**src/rtl/servo_regs_pkg.sv**
```systemverilog
`timescale 1ns/1ps
package servo_regs_pkg;
  localparam int OFS_W = 2;

  typedef enum logic [OFS_W-1:0] {
    OFS_DRIVE = 2'd0,
    OFS_POS   = 2'd1,
    OFS_ERR   = 2'd2,
    OFS_SPARE = 2'd3
  } reg_ofs_e;
endpackage

```
**src/rtl/servo_addr_decode.sv**
```systemverilog
`timescale 1ns/1ps
module servo_addr_decode
  import servo_regs_pkg::*;
#(
  parameter int NUM_AXES = 3,
  parameter int IDX_W    = 2
) (
  input  logic [IDX_W+OFS_W-1:0] addr,
  input  logic                   wr,
  output logic [NUM_AXES-1:0]    drv_wr,
  output logic [IDX_W-1:0]       axis_idx,
  output reg_ofs_e               ofs,
  output logic                   mapped
);
  assign axis_idx = addr[IDX_W+OFS_W-1:OFS_W];
  assign ofs      = reg_ofs_e'(addr[OFS_W-1:0]);
  assign mapped   = (int'({1'b0, axis_idx}) < NUM_AXES);

  // one write enable per axis, only for the drive word of a mapped slot
  for (genvar a = 0; a < NUM_AXES; a++) begin : g_wr
    assign drv_wr[a] = wr && mapped && (ofs == OFS_DRIVE) && (axis_idx == IDX_W'(a));
  end
endmodule

```
**src/rtl/servo_axis_channel.sv**
```systemverilog
`timescale 1ns/1ps
module servo_axis_channel #(
  parameter int DRV_W = 10,
  parameter int POS_W = 8,
  parameter int ERR_W = 3
) (
  input  logic             clk,
  input  logic             rst_n,
  input  logic             wr_en,
  input  logic [DRV_W-1:0] wdata,
  input  logic [POS_W-1:0] pos_raw,
  input  logic [ERR_W-1:0] err_raw,
  output logic [DRV_W-1:0] drive_q,
  output logic [POS_W-1:0] pos_q,
  output logic [ERR_W-1:0] err_q,
  output logic [DRV_W-1:0] drive_gated,
  output logic             stop
);
  always_ff @(posedge clk) begin
    if (!rst_n) begin
      drive_q <= '0;
      pos_q   <= '0;
      err_q   <= '0;
    end else begin
      pos_q <= pos_raw;
      err_q <= err_raw;
      if (wr_en) drive_q <= wdata;
    end
  end

  assign stop        = |err_q;
  assign drive_gated = stop ? '0 : drive_q;
endmodule

```
**src/rtl/servo_read_port.sv**
```systemverilog
`timescale 1ns/1ps
module servo_read_port
  import servo_regs_pkg::*;
#(
  parameter int NUM_AXES = 3,
  parameter int DRV_W    = 10,
  parameter int POS_W    = 8,
  parameter int ERR_W    = 3,
  parameter int DATA_W   = 32,
  parameter int IDX_W    = 2
) (
  input  logic                              clk,
  input  logic                              rst_n,
  input  logic                              rd,
  input  logic [IDX_W-1:0]                  axis_idx,
  input  reg_ofs_e                          ofs,
  input  logic                              mapped,
  input  logic [NUM_AXES-1:0][DRV_W-1:0]    drv,
  input  logic [NUM_AXES-1:0][POS_W-1:0]    pos,
  input  logic [NUM_AXES-1:0][ERR_W-1:0]    err,
  output logic [DATA_W-1:0]                 rdata
);
  logic [DRV_W-1:0]  sel_drv;
  logic [POS_W-1:0]  sel_pos;
  logic [ERR_W-1:0]  sel_err;
  logic [DATA_W-1:0] word;

  always_comb begin
    sel_drv = '0;
    sel_pos = '0;
    sel_err = '0;
    for (int a = 0; a < NUM_AXES; a++) begin
      if (axis_idx == IDX_W'(a)) begin
        sel_drv = drv[a];
        sel_pos = pos[a];
        sel_err = err[a];
      end
    end
  end

  always_comb begin
    word = '0;
    if (mapped) begin
      case (ofs)
        OFS_DRIVE: word = {{(DATA_W-DRV_W){sel_drv[DRV_W-1]}}, sel_drv};
        OFS_POS:   word = {{(DATA_W-POS_W){sel_pos[POS_W-1]}}, sel_pos};
        OFS_ERR:   word = {{(DATA_W-ERR_W){1'b0}}, sel_err};
        default:   word = '0;
      endcase
    end
  end

  always_ff @(posedge clk) begin
    if (!rst_n)  rdata <= '0;
    else if (rd) rdata <= word;
  end
endmodule

```
**src/rtl/servo_axis_regs.sv**
```systemverilog
`timescale 1ns/1ps
module servo_axis_regs
  import servo_regs_pkg::*;
#(
  parameter int  NUM_AXES = 3,
  parameter int  DRV_W    = 10,
  parameter int  POS_W    = 8,
  parameter int  ERR_W    = 3,
  parameter int  DATA_W   = 32,
  localparam int IDX_W    = (NUM_AXES > 1) ? $clog2(NUM_AXES) : 1,
  localparam int ADDR_W   = IDX_W + OFS_W
) (
  input  logic                      clk,
  input  logic                      rst_n,
  input  logic [ADDR_W-1:0]         bus_addr,
  input  logic                      bus_wr,
  input  logic                      bus_rd,
  input  logic [DATA_W-1:0]         bus_wdata,
  output logic [DATA_W-1:0]         bus_rdata,
  input  logic [NUM_AXES*POS_W-1:0] pos_in,
  input  logic [NUM_AXES*ERR_W-1:0] err_in,
  output logic [NUM_AXES*DRV_W-1:0] drive_out,
  output logic [NUM_AXES-1:0]       shutdown
);
  logic [NUM_AXES-1:0]             drv_wr;
  logic [IDX_W-1:0]                axis_idx;
  reg_ofs_e                        ofs;
  logic                            mapped;
  logic [NUM_AXES-1:0][POS_W-1:0]  pos_vec;
  logic [NUM_AXES-1:0][ERR_W-1:0]  err_vec;
  logic [NUM_AXES-1:0][DRV_W-1:0]  drv_q;
  logic [NUM_AXES-1:0][POS_W-1:0]  pos_q;
  logic [NUM_AXES-1:0][ERR_W-1:0]  err_q;
  logic [NUM_AXES-1:0][DRV_W-1:0]  drv_gated;
  logic                            unused_wdata_hi;

  assign pos_vec         = pos_in;
  assign err_vec         = err_in;
  assign drive_out       = drv_gated;
  assign unused_wdata_hi = ^bus_wdata[DATA_W-1:DRV_W];

  servo_addr_decode #(.NUM_AXES(NUM_AXES), .IDX_W(IDX_W)) u_dec (
    .addr     (bus_addr),
    .wr       (bus_wr),
    .drv_wr   (drv_wr),
    .axis_idx (axis_idx),
    .ofs      (ofs),
    .mapped   (mapped)
  );

  for (genvar a = 0; a < NUM_AXES; a++) begin : g_axis
    servo_axis_channel #(.DRV_W(DRV_W), .POS_W(POS_W), .ERR_W(ERR_W)) u_ch (
      .clk         (clk),
      .rst_n       (rst_n),
      .wr_en       (drv_wr[a]),
      .wdata       (bus_wdata[DRV_W-1:0]),
      .pos_raw     (pos_vec[a]),
      .err_raw     (err_vec[a]),
      .drive_q     (drv_q[a]),
      .pos_q       (pos_q[a]),
      .err_q       (err_q[a]),
      .drive_gated (drv_gated[a]),
      .stop        (shutdown[a])
    );
  end

  servo_read_port #(
    .NUM_AXES(NUM_AXES), .DRV_W(DRV_W), .POS_W(POS_W), .ERR_W(ERR_W),
    .DATA_W(DATA_W), .IDX_W(IDX_W)
  ) u_rd (
    .clk      (clk),
    .rst_n    (rst_n),
    .rd       (bus_rd),
    .axis_idx (axis_idx),
    .ofs      (ofs),
    .mapped   (mapped),
    .drv      (drv_q),
    .pos      (pos_q),
    .err      (err_q),
    .rdata    (bus_rdata)
  );
endmodule

```
**config.mk**
```make
export PLATFORM = sky130hd
export DESIGN_NAME = servo_axis_regs
export DESIGN_NICKNAME = d
export VERILOG_FILES = /design/src/rtl/servo_regs_pkg.sv /design/src/rtl/servo_addr_decode.sv /design/src/rtl/servo_axis_channel.sv /design/src/rtl/servo_read_port.sv /design/src/rtl/servo_axis_regs.sv
export SDC_FILE = /design/constraint.sdc
export NUM_CORES = 1
export LEC_CHECK = 0
export BUFFER_PORTS_ARGS = -buffer_cell sky130_fd_sc_hd__buf_2
export CAP_MARGIN = 20
export CORE_MARGIN = 2
export CORE_UTILIZATION = 45
export DETAILED_ROUTE_END_ITERATION = 8
export PLACE_DENSITY_LB_ADDON = 0.2
export SYNTH_ARGS = -nofsm -noshare
export SYNTH_HDL_FRONTEND = slang
export SYNTH_SLANG_ARGS = --single-unit
```
**constraint.sdc**
```tcl
create_clock -name clk -period 2.2 [get_ports clk]
set_clock_uncertainty 0.05 [all_clocks]
set_input_delay 0.55 -clock clk [delete_from_list [all_inputs] [get_ports clk]]
set_output_delay 0.55 -clock clk [all_outputs]
set_load 0.1 [all_outputs]
```
==> results.md, run 1 <==
- Post-Synth XOR/XNOR Area: 0%
- Synth top area share: 43.2%
- Detailed-route vias per instance: 4.89
- Total grt overflow: 0
- Starting Density: 46.6%
- Leak: roughly 0.0021 uW
- First-pass GRT wire length: 12300 microns
- Avg WL per Cell: ~14 microns
- Slew Limit Headroom: ~60%
- # rows: 31
- Post-synth top area cell: dfxtp_1
- Total number of yosys warnings: 0
- Peak supply drop: ~0.48 mV
- Max cap viols: 0
- Die footprint: between 8000 and 9000 sq um
- RSZ-0062 raised after global routing: no
- Die Height: 90.7 microns
- Fmax achieved: slightly below 500 MHz
- Final hold vios: 0
- Synth top area cells: dfxtp_1, mux2i_1, and2_1, buf_4, nor2b_1
- Initial antenna violation count: 0
- Largest family of logic cells by synthesized area: simple AND/OR/NAND/NOR gates
- Hold crit path type: input port to flop
- Sequential area share after synthesis: roughly 43%
- Clock Sinks: 73
- PwrDens: 628 nW/um^2
- Cell Area, Synth: around 3400 sq um
- Footprint of the multi-input gates: between 1500 and 2000 sq um
- Hold_buf cts: 0
- Core area: 7250 sq um
- Resized cells post-CTS: 0
- Clock transition at path regs: 0.08 ns
- Post-Syn Nets: ~420
- N_diodes: 0
- Top_reg_cell synth: dfxtp_1
- Commonest non-fill, non-tap cell in the layout: buf_2
- H-tree depth: 3
- Layout cell share with drive strength beyond 1: between 30% and 40%
- Post-DRT Antenna Nets: 0
- Post-synth EDFFs: 0
- I/O Pins: roughly 140
- Starting DRT DRC Count: 110
- Crit path DAT: between 1 and 1.5 ns
- # port buffers: between 100 and 150
- Worst-margin pin slew: 0.624 ns
- Seq cells post-synth: 73
- Die X: 90.7 microns
- Synth Area in Simple Gates: approximately 22%
- Final setup fails: 0
- Root Buffer: clkbuf_8
- Final WL: between 7000 and 8000 microns
- PnR Total Power: 2860 uW
- CTS Buf Count: 9
- Vias: between 2000 and 3000
- GP Congestion: 0.781
- Longest Clk Path Bufs: 2
- Setup TNS: 0 ns
- CP required: around 1.6 ns
- Largest net degree at the start of global routing: 33
- Avg Inst Size Synth: approximately 9.8 sq um
- Mux contribution to synthesized area: approximately 16%
- TritonRoute pass-1 iters: 4
- Crit path max fanout: 11
- Synthesized instance count: ~340
- Synth Area in Compound Gates: between 8 and 9%
- DRC: 0
- Outcome: finished clean
- Count of cell types in the netlist: 35
- Filler cell count: between 600 and 700
- Area Growth Syn to Fin: 35.0%
- Crit. End Element: output pin
- Nets@finish: 511
- Tmin final: 2.08 ns
- Max-slew violations: 0
- Tcrit/Tclk final: 94.7%
- FFs w/ async S/R, synth: 0%
- Dpl hpwl: 5760 microns
- Vias in the first global route: roughly 2500
- Launching element type of the critical path: flop
- Adder-Cell Fraction of Synth Area: 0%
- Register area: 1460 sq um
- Clk_lat worst skew: 0.35 ns
- Total setup buffers inserted after CTS: 0
- Most frequent cells in the layout: buf_2, dfxtp_1, and2_1, mux2i_1
- TritonCTS clock tree: yes
- Critical path type: flop to output pin
- Global Route Usage Sum: around a fifth
-- registers in the layout, indices dropped and copies added, names as in the netlist --
name	count
g_axis.u_ch.drive_q	30
g_axis.u_ch.pos_q	24
u_rd.rdata	10
g_axis.u_ch.err_q	9
-- synth_stat cells (2+ instances only) --
| cell | n |
|---|---|
| a21oi_1 | 11 |
| a221o_1 | 3 |
| a221oi_1 | 2 |
| a22oi_1 | 2 |
| a311oi_1 | 2 |
| a32o_1 | 5 |
| and2_1 | 63 |
| buf_2 | 4 |
| buf_4 | 27 |
| buf_6 | 4 |
| clkbuf_1 | 12 |
| dfxtp_1 | 73 |
| inv_1 | 3 |
| mux2_2 | 6 |
| mux2_4 | 2 |
| mux2i_1 | 42 |
| nand2_1 | 15 |
| nand2b_1 | 2 |
| nand3_1 | 3 |
| nand4_1 | 2 |
| nor2_1 | 5 |
| nor2b_1 | 32 |
| nor3_1 | 3 |
| o211ai_1 | 5 |
| o21ai_0 | 5 |
| o2bb2ai_1 | 2 |
-- metrics by stage --
step                      instances  cell area [sq um]  util [%]  hold slack (ns)  setup slack (ns)
after floorplan                 344               3380         -            0.439             0.103
after detailed placement        526               4360      60.1            0.405             0.186
after global routing            542               4560      62.9            0.339            0.0131
after global placement          526               4360      60.1            0.404             0.214
final                           542               4560      62.9            0.353             0.118
after CTS                       542               4560      62.9            0.339            0.0753
-- layout make-up --
cell class	count	share of cell area, %
clock buffers	10	3.02
flip-flops and latches	73	32.1
well taps	99	2.71
inverters	4	0.329
multi-input cells	219	34.8
repair buffers	131	25.7
clock inverters	6	1.45
-- kinds of logic after synthesis --
| kind of cell | count (synthesis) |
|---|---|
| simple gates | 128 |
| flops | 73 |
| buf+inv | 52 |
| mux | 51 |
| compound gates | 40 |
-- power breakdown --
group	switching (uW)	internal, uW
logic	266	147
clock network	510	558
registers	18.5	1360
total	794	2070
-- path summary, 6_finish.rpt --
kind,endpoint,startpoint,slack [ns],cells past startpoint
setup / recovery,drive_out[18],g_axis[1].u_ch.err_q[1],0.12,4
hold / removal,g_axis[0].u_ch.pos_q[6],pos_in[6],0.35,2
setup reg to reg,u_rd.rdata[2],g_axis[1].u_ch.drive_q[2],0.74,4
hold reg to reg,u_rd.rdata[6],u_rd.rdata[6],0.42,1
-- routing by layer --
metal  wire [microns]  share of wire [%]  vias to the layer above  global-route usage (%)
met5                0                  0                        -                       0
met4              150                2.0                        0                    8.72
met3              468                6.1                       12                    4.42
met2             3800                 50                       88                    32.3
met1             3220                 42                     1222                    22.9
li1                 -                  -                     1329                       -
-- critical path: stages, from the launching register on --
cell     delay [ns]
dfxtp_1        0.32
nor3_1         0.20
buf_4          0.21
and2_1         0.21
buf_12         0.19
No activity file was read; power rests on OpenSTA's default activity.
==> run 2: changes to the inputs <==
Settings changed: ABC_AREA set to 1.
==> results.md, run 2 <==
- Outcome: finished clean
- Slew Limit Headroom: approximately two thirds
- H-tree depth: 3
- DRC: 0
- Die X: just under 90 microns
- Peak supply drop: 0.442 mV
- Global Route Usage Sum: about 22%
- Largest net degree at the start of global routing: 30
- Nets@finish: 634
- Leak: about 0.0022 uW
- Hold_sp: pos_in[12]
- Worst Hold Depth: 3
- Hold_buf cts: 0
- Post-DRT Antenna Nets: 0
- TritonRoute pass-1 iters: 4
- PwrDens: a little under 700 nW/um^2
- FF-to-FF End: u_rd.rdata[1]
- Pre-CTS setup slack: 0.164 ns
- Final setup margin: roughly 0.036 ns
- Filler cell count: ~580
- Core area: about 7000 sq um
- Met2 usage: around 37%
- Crit. End Element: output pin
- Vias in the first global route: approximately 2800
- Synth top area cells: dfxtp_1, nand2_1, inv_1, buf_4, nand3_1
- Critical path type: flop to output pin
- P_sw: around 870 uW
- # port buffers: 115
- Vias: approximately 3200
- Most frequent cell after synthesis: nand2_1
- Crit path max fanout: 5
- Die footprint: 7900 sq um
- Avg Inst Size Synth: between 6 and 7 sq um
- Largest regs: g_axis.u_ch.drive_q: 30 flops, g_axis.u_ch.pos_q: 24 flops, u_rd.rdata: 10 flops
- Longest Clk Path Bufs: 2
- Final setup fails: 0
- Tmin final: 2.16 ns
- Sequential power share: between 40% and 50%
- Worst R2R Start: g_axis[2].u_ch.drive_q[1]
- Launching element type of the critical path: flop
- Initial antenna violation count: 1
- Total number of yosys warnings: 0
- Post-synth EDFFs: 0
- Synthesized instance count: around 470
- TritonCTS clock tree: yes
- Final WL: ~8300 microns
- Clk_lat worst skew: 0.34 ns
- First-pass GRT wire length: 13000 microns
- Largest Register: g_axis.u_ch.drive_q
- Tcrit/Tclk final: 98.4%
- Clock Power Share: ~41%
- Count of cell types in the netlist: 15
- Hold worst-path end: g_axis[1].u_ch.pos_q[4]
- Most frequent cells in the layout: nand2_1, buf_2, dfxtp_1, inv_1, nand3_1
- CTS Buf Count: 9
- Worst reg2reg path depth: 6
- Area Growth Syn to Fin: 47.0%
- I/O Pins: roughly 140
- Synth top area share: a little under half
- Starting Density: around 47%
- Starting DRT DRC Count: about 170
- Worst-margin pin slew: 0.516 ns
- Sequential area share after synthesis: between 40% and 50%
- GP Congestion: between 0.8 and 0.9
- Top_reg_cell synth: dfxtp_1
- Footprint of the multi-input gates: between 1000 and 1500 sq um
- Met1 Use GR: between 20% and 30%
- Root Buffer: clkbuf_8
- Commonest non-fill, non-tap cell in the layout: nand2_1
- R2r setup slk: approximately 1.2 ns
- Register area: about 1500 sq um
- Dpl hpwl: roughly 6200 microns
- Clock transition at path regs: roughly 0.070 ns
- Max cap viols: 0
- PnR Total Power: between 3000 and 4000 uW
- Post-synth top area cell: dfxtp_1
- Final hold vios: 0
- Fmax achieved: around 460 MHz
- Combinational share of power: ~16%
- Seq cells post-synth: 73
- GR peak layer: met2
- Post-Syn Nets: between 500 and 600
- Avg WL per Cell: 12.6 microns
- Detailed-route vias per instance: around 4.8
- Crit path DAT: 1.56 ns
- Max FFs per register: 30
- Total grt overflow: 0
- CP required: about 1.6 ns
- Met3 usage: 5.26%
- Max-slew violations: 0
- Commonest cells post-synth: nand2_1, dfxtp_1, inv_1
- # rows: 30
- Die Height: ~89 microns
- Int Power: roughly 2400 uW
- Clock Sinks: 73
- FFs w/ async S/R, synth: 0%
- Layout cell share with drive strength beyond 1: 32.0%
- Switching part of the total: between 20% and 30%
- Hold crit path type: input port to flop
- Cell Area, Synth: between 3000 and 4000 sq um
- Total setup buffers inserted after CTS: 0
==> run 2: cell families after synthesis <==
logic type,Yosys count,synth area share [%]
AND/OR/NAND/NOR,210,26.7
AO/OA/AOI/OAI,70,10.8
flip-flops,73,45.1
buffers and inverters,118,17.4
==> run 2: critical path, cell delays in order, from the launching register on <==
cell and delay, ns:
dfxtp_1 0.31, or3_4 0.44, clkbuf_16 0.19, nor2_4 0.10, buf_12 0.18
==> run 2: worst max path at each step <==
stage | end | startpoint | slack, ns | cells after the start
after floorplan | drive_out[28] | g_axis[2].u_ch.err_q[2] | -0.32 | 2
after global placement | g_axis[1].u_ch.drive_q[2] | bus_addr[2] | 0.22 | 7
after detailed placement | g_axis[1].u_ch.drive_q[2] | bus_addr[2] | 0.16 | 7
after CTS | drive_out[19] | g_axis[1].u_ch.err_q[1] | 0.002 | 4
after global routing | drive_out[0] | g_axis[0].u_ch.err_q[1] | -0.002 | 4
final | drive_out[0] | g_axis[0].u_ch.err_q[0] | 0.04 | 4
==> run 2: repair_timing <==
item                                    in CTS  in global routing
endpoints found under the setup margin      17                 13
gates resized for setup                      9                 10
gates cloned                                 0                  1
endpoints found under the hold margin        0                  0
pin swaps                                    0                  1
==> run 2: cell type report <==
type | instances | share of cell area, %
flip-flops and latches | 73 | 30.7
clock buffers | 12 | 3.47
repair buffers | 128 | 25.5
diodes | 1 | 0.0525
well taps | 96 | 2.52
multi-input cells | 280 | 30.3
clock inverters | 4 | 2.05
inverters | 69 | 5.43
==> run 2: metal layers <==
metal,part of all wire [%],wire [microns]
met1,41,3400
met2,50,4180
met3,5.9,493
met4,3.1,261
met5,0,0
==> run 2: stage by stage <==
step                hold slack, ns  utilization [%]  instance area, sq um  setup TNS (ns)  std cells
floorplan                    0.394                -                  3420           -2.86        471
global placement             0.405             63.9                  4390               0        645
detailed placement           0.409             63.9                  4390               0        645
CTS                          0.326             68.3                  4690               0        661
global route                 0.326             69.4                  4770        -0.00236        663
finish                       0.332             69.4                  4770               0        663
==> run 2: power by group through the flow <==
stage          clock (uW)  combinational (uW)  sequential (uW)
6_report             1340                 523             1390
5_1_grt              1400                 560             1390
4_1_cts              1340                 502             1390
3_5_place_dp            0                 490             1420
3_3_place_gp            0                 481             1420
2_1_floorplan           0                 322             1440
==> run 3: changes to the inputs <==
Settings changed: CORE_UTILIZATION 45 to 40.
==> results.md, run 3 (synthesized netlist as in run 2, its figures left out) <==
- Filler cell count: 730
- Hold_buf cts: 0
- Initial antenna violation count: 0
- Outcome: finished clean
- Sequential power share: 46.9%
- P_sw: between 800 and 900 uW
- Worst-margin pin slew: ~0.55 ns
- Die footprint: between 8000 and 9000 sq um
- Worst Hold Depth: 3
- Leak: about 0.0022 uW
- H-tree depth: 3
- Max cap viols: 0
- Final hold vios: 0
- Max FFs per register: 30
- Largest net degree at the start of global routing: 34
- Critical path type: flop to output pin
- Launching element type of the critical path: flop
- Most frequent cells in the layout: nand2_1, buf_2, dfxtp_1, inv_1, nand3_1
- Die Height: ~94 microns
- Max incr delay on CP: approximately 0.42 ns
- Longest Clk Path Bufs: 2
- Setup TNS: 0 ns
- Clock Power Share: between 30% and 40%
- Cell area after layout: 4680 sq um
- Hold_sp: pos_in[22]
- N_diodes: 0
- Largest Register: g_axis.u_ch.drive_q
- Post-DRT Antenna Nets: 0
- Largest regs: g_axis.u_ch.drive_q: 30 flops, g_axis.u_ch.pos_q: 24 flops, u_rd.rdata: 10 flops
- First-pass GRT wire length: ~13000 microns
- Final Core Density: 59.9%
- Slowest CP cell: or3_4
- Worst R2R Start: g_axis[1].u_ch.drive_q[0]
- Global Route Usage Sum: a little under a fifth
- Dpl hpwl: 6190 microns
- Avg WL per Cell: between 10 and 15 microns
- Starting Density: 41.5%
- Vias in the first global route: about 2700
- Placement Cell Area: 4410 sq um
- Root Buffer: clkbuf_8
- Hold worst-path end: g_axis[2].u_ch.pos_q[6]
- CP cell instances: or3_4 -> buf_8 -> nor2_4 -> buf_12
- Total setup buffers inserted after CTS: 0
- R2r setup slk: ~1.2 ns
- Final WL: around 8000 microns
- Crit path DAT: 1.57 ns
- Int Power: 2090 uW
- Starting DRT DRC Count: about 150
- GP Congestion: 0.852
- Nets@finish: ~630
- Max-slew violations: 0
- # rows: 32
- Combinational share of power: 17.2%
- RSZ-0062 raised after global routing: yes
- Peak supply drop: ~0.4 mV
- I/O Pins: between 100 and 150
- Worst reg2reg path depth: 6
- PwrDens: between 600 and 700 nW/um^2
- Area Growth Syn to Fin: 44.2%
- Die X: between 90 and 100 microns
- Switching part of the total: 29.5%
- CP required: 1.60 ns
- Final setup fails: 0
- DRC: 0
- Clk_lat worst skew: 0.34 ns
- Tmin final: ~2.2 ns
- Hold crit path type: input port to flop
- Core area: between 7000 and 8000 sq um
- CTS Buf Count: 9
- FF-to-FF End: u_rd.rdata[0]
- Crit path max fanout: 4
- TritonCTS clock tree: yes
- Total grt overflow: 0
- Slew Limit Headroom: ~63%
- # port buffers: 115
- TritonRoute pass-1 iters: 4
- Tcrit/Tclk final: a little over nine tenths
- Clock Sinks: between 70 and 80
- Detailed-route vias per instance: around 4.6
- Vias: approximately 3100
- Crit. End Element: output pin
- Clock transition at path regs: ~0.080 ns
- Layout cell share with drive strength beyond 1: a little under a third
- Commonest non-fill, non-tap cell in the layout: nand2_1
- Fmax achieved: between 400 and 500 MHz
==> run 3: changes by cell type in the layout (fill, tap and decap cells not counted), sizes merged <==
cell | before | now
clkbuf | 13 | 10
clkinvlp | 1 | 3
diode | 1 | 0
bufinv | 3 | 1
clkinv | 2 | 3
inv | 67 | 68
==> run 3: layout make-up <==
class	instances	area [sq um]	area share (%)
Inverter	69	259	5.54
Sequential cell	73	1460	31.3
Clock buffer	10	138	2.94
Timing Repair Buffer	127	1200	25.8
Multi-Input combinational cell	280	1420	30.3
Tap cell	102	128	2.73
Clock inverter	6	66.3	1.42
==> run 3: metal layers <==
metal / up-vias / routed length (microns) / global-route usage [%]
met3: 15 / 516 / 3.93
met2: 111 / 3890 / 31.4
li1: 1601 / - / -
met5: - / 0 / 0
met1: 1359 / 3390 / 23.6
met4: 0 / 159 / 7.61
==> run 3: how the worst max path moves through the flow <==
stage	start	endpoint	cells after the start
detailed placement	bus_addr[3]	g_axis[2].u_ch.drive_q[2]	7
floorplan	g_axis[2].u_ch.err_q[2]	drive_out[28]	2
CTS	g_axis[0].u_ch.err_q[1]	drive_out[6]	4
global placement	bus_addr[3]	g_axis[2].u_ch.drive_q[2]	7
global route	g_axis[2].u_ch.err_q[2]	drive_out[27]	4
finish	g_axis[1].u_ch.err_q[2]	drive_out[19]	4
==> run 3: metrics by stage <==
stage	hold slack [ns]	power (uW)	instances	setup slack (ns)
finish	0.332	2960	667	0.0314
detailed placement	0.407	1910	651	0.173
global route	0.336	3070	667	-0.0287
CTS	0.324	2980	667	0.00836
global placement	0.407	1900	651	0.211
floorplan	0.394	1760	471	-0.324
==> run 3: worst max-delay path, delay by kind of cell, from the launching register on <==
family	cells	cell delay, ns
buffers and inverters	2	0.35
AND/OR/NAND/NOR	2	0.57
flip-flops	1	0.31
==> run 3: power by group through the flow <==
stage                     Sequential, uW  Clock, uW  Combinational (uW)
after floorplan                     1440          0                 322
after global placement              1420          0                 487
after detailed placement            1420          0                 493
after CTS                           1390       1090                 508
after global routing                1390       1130                 547
final                               1390       1060                 510
==> run 3: repair_timing <==
action	in CTS	in global routing
pin swaps	0	2
resized for setup	10	4
setup endpoints to repair	24	6
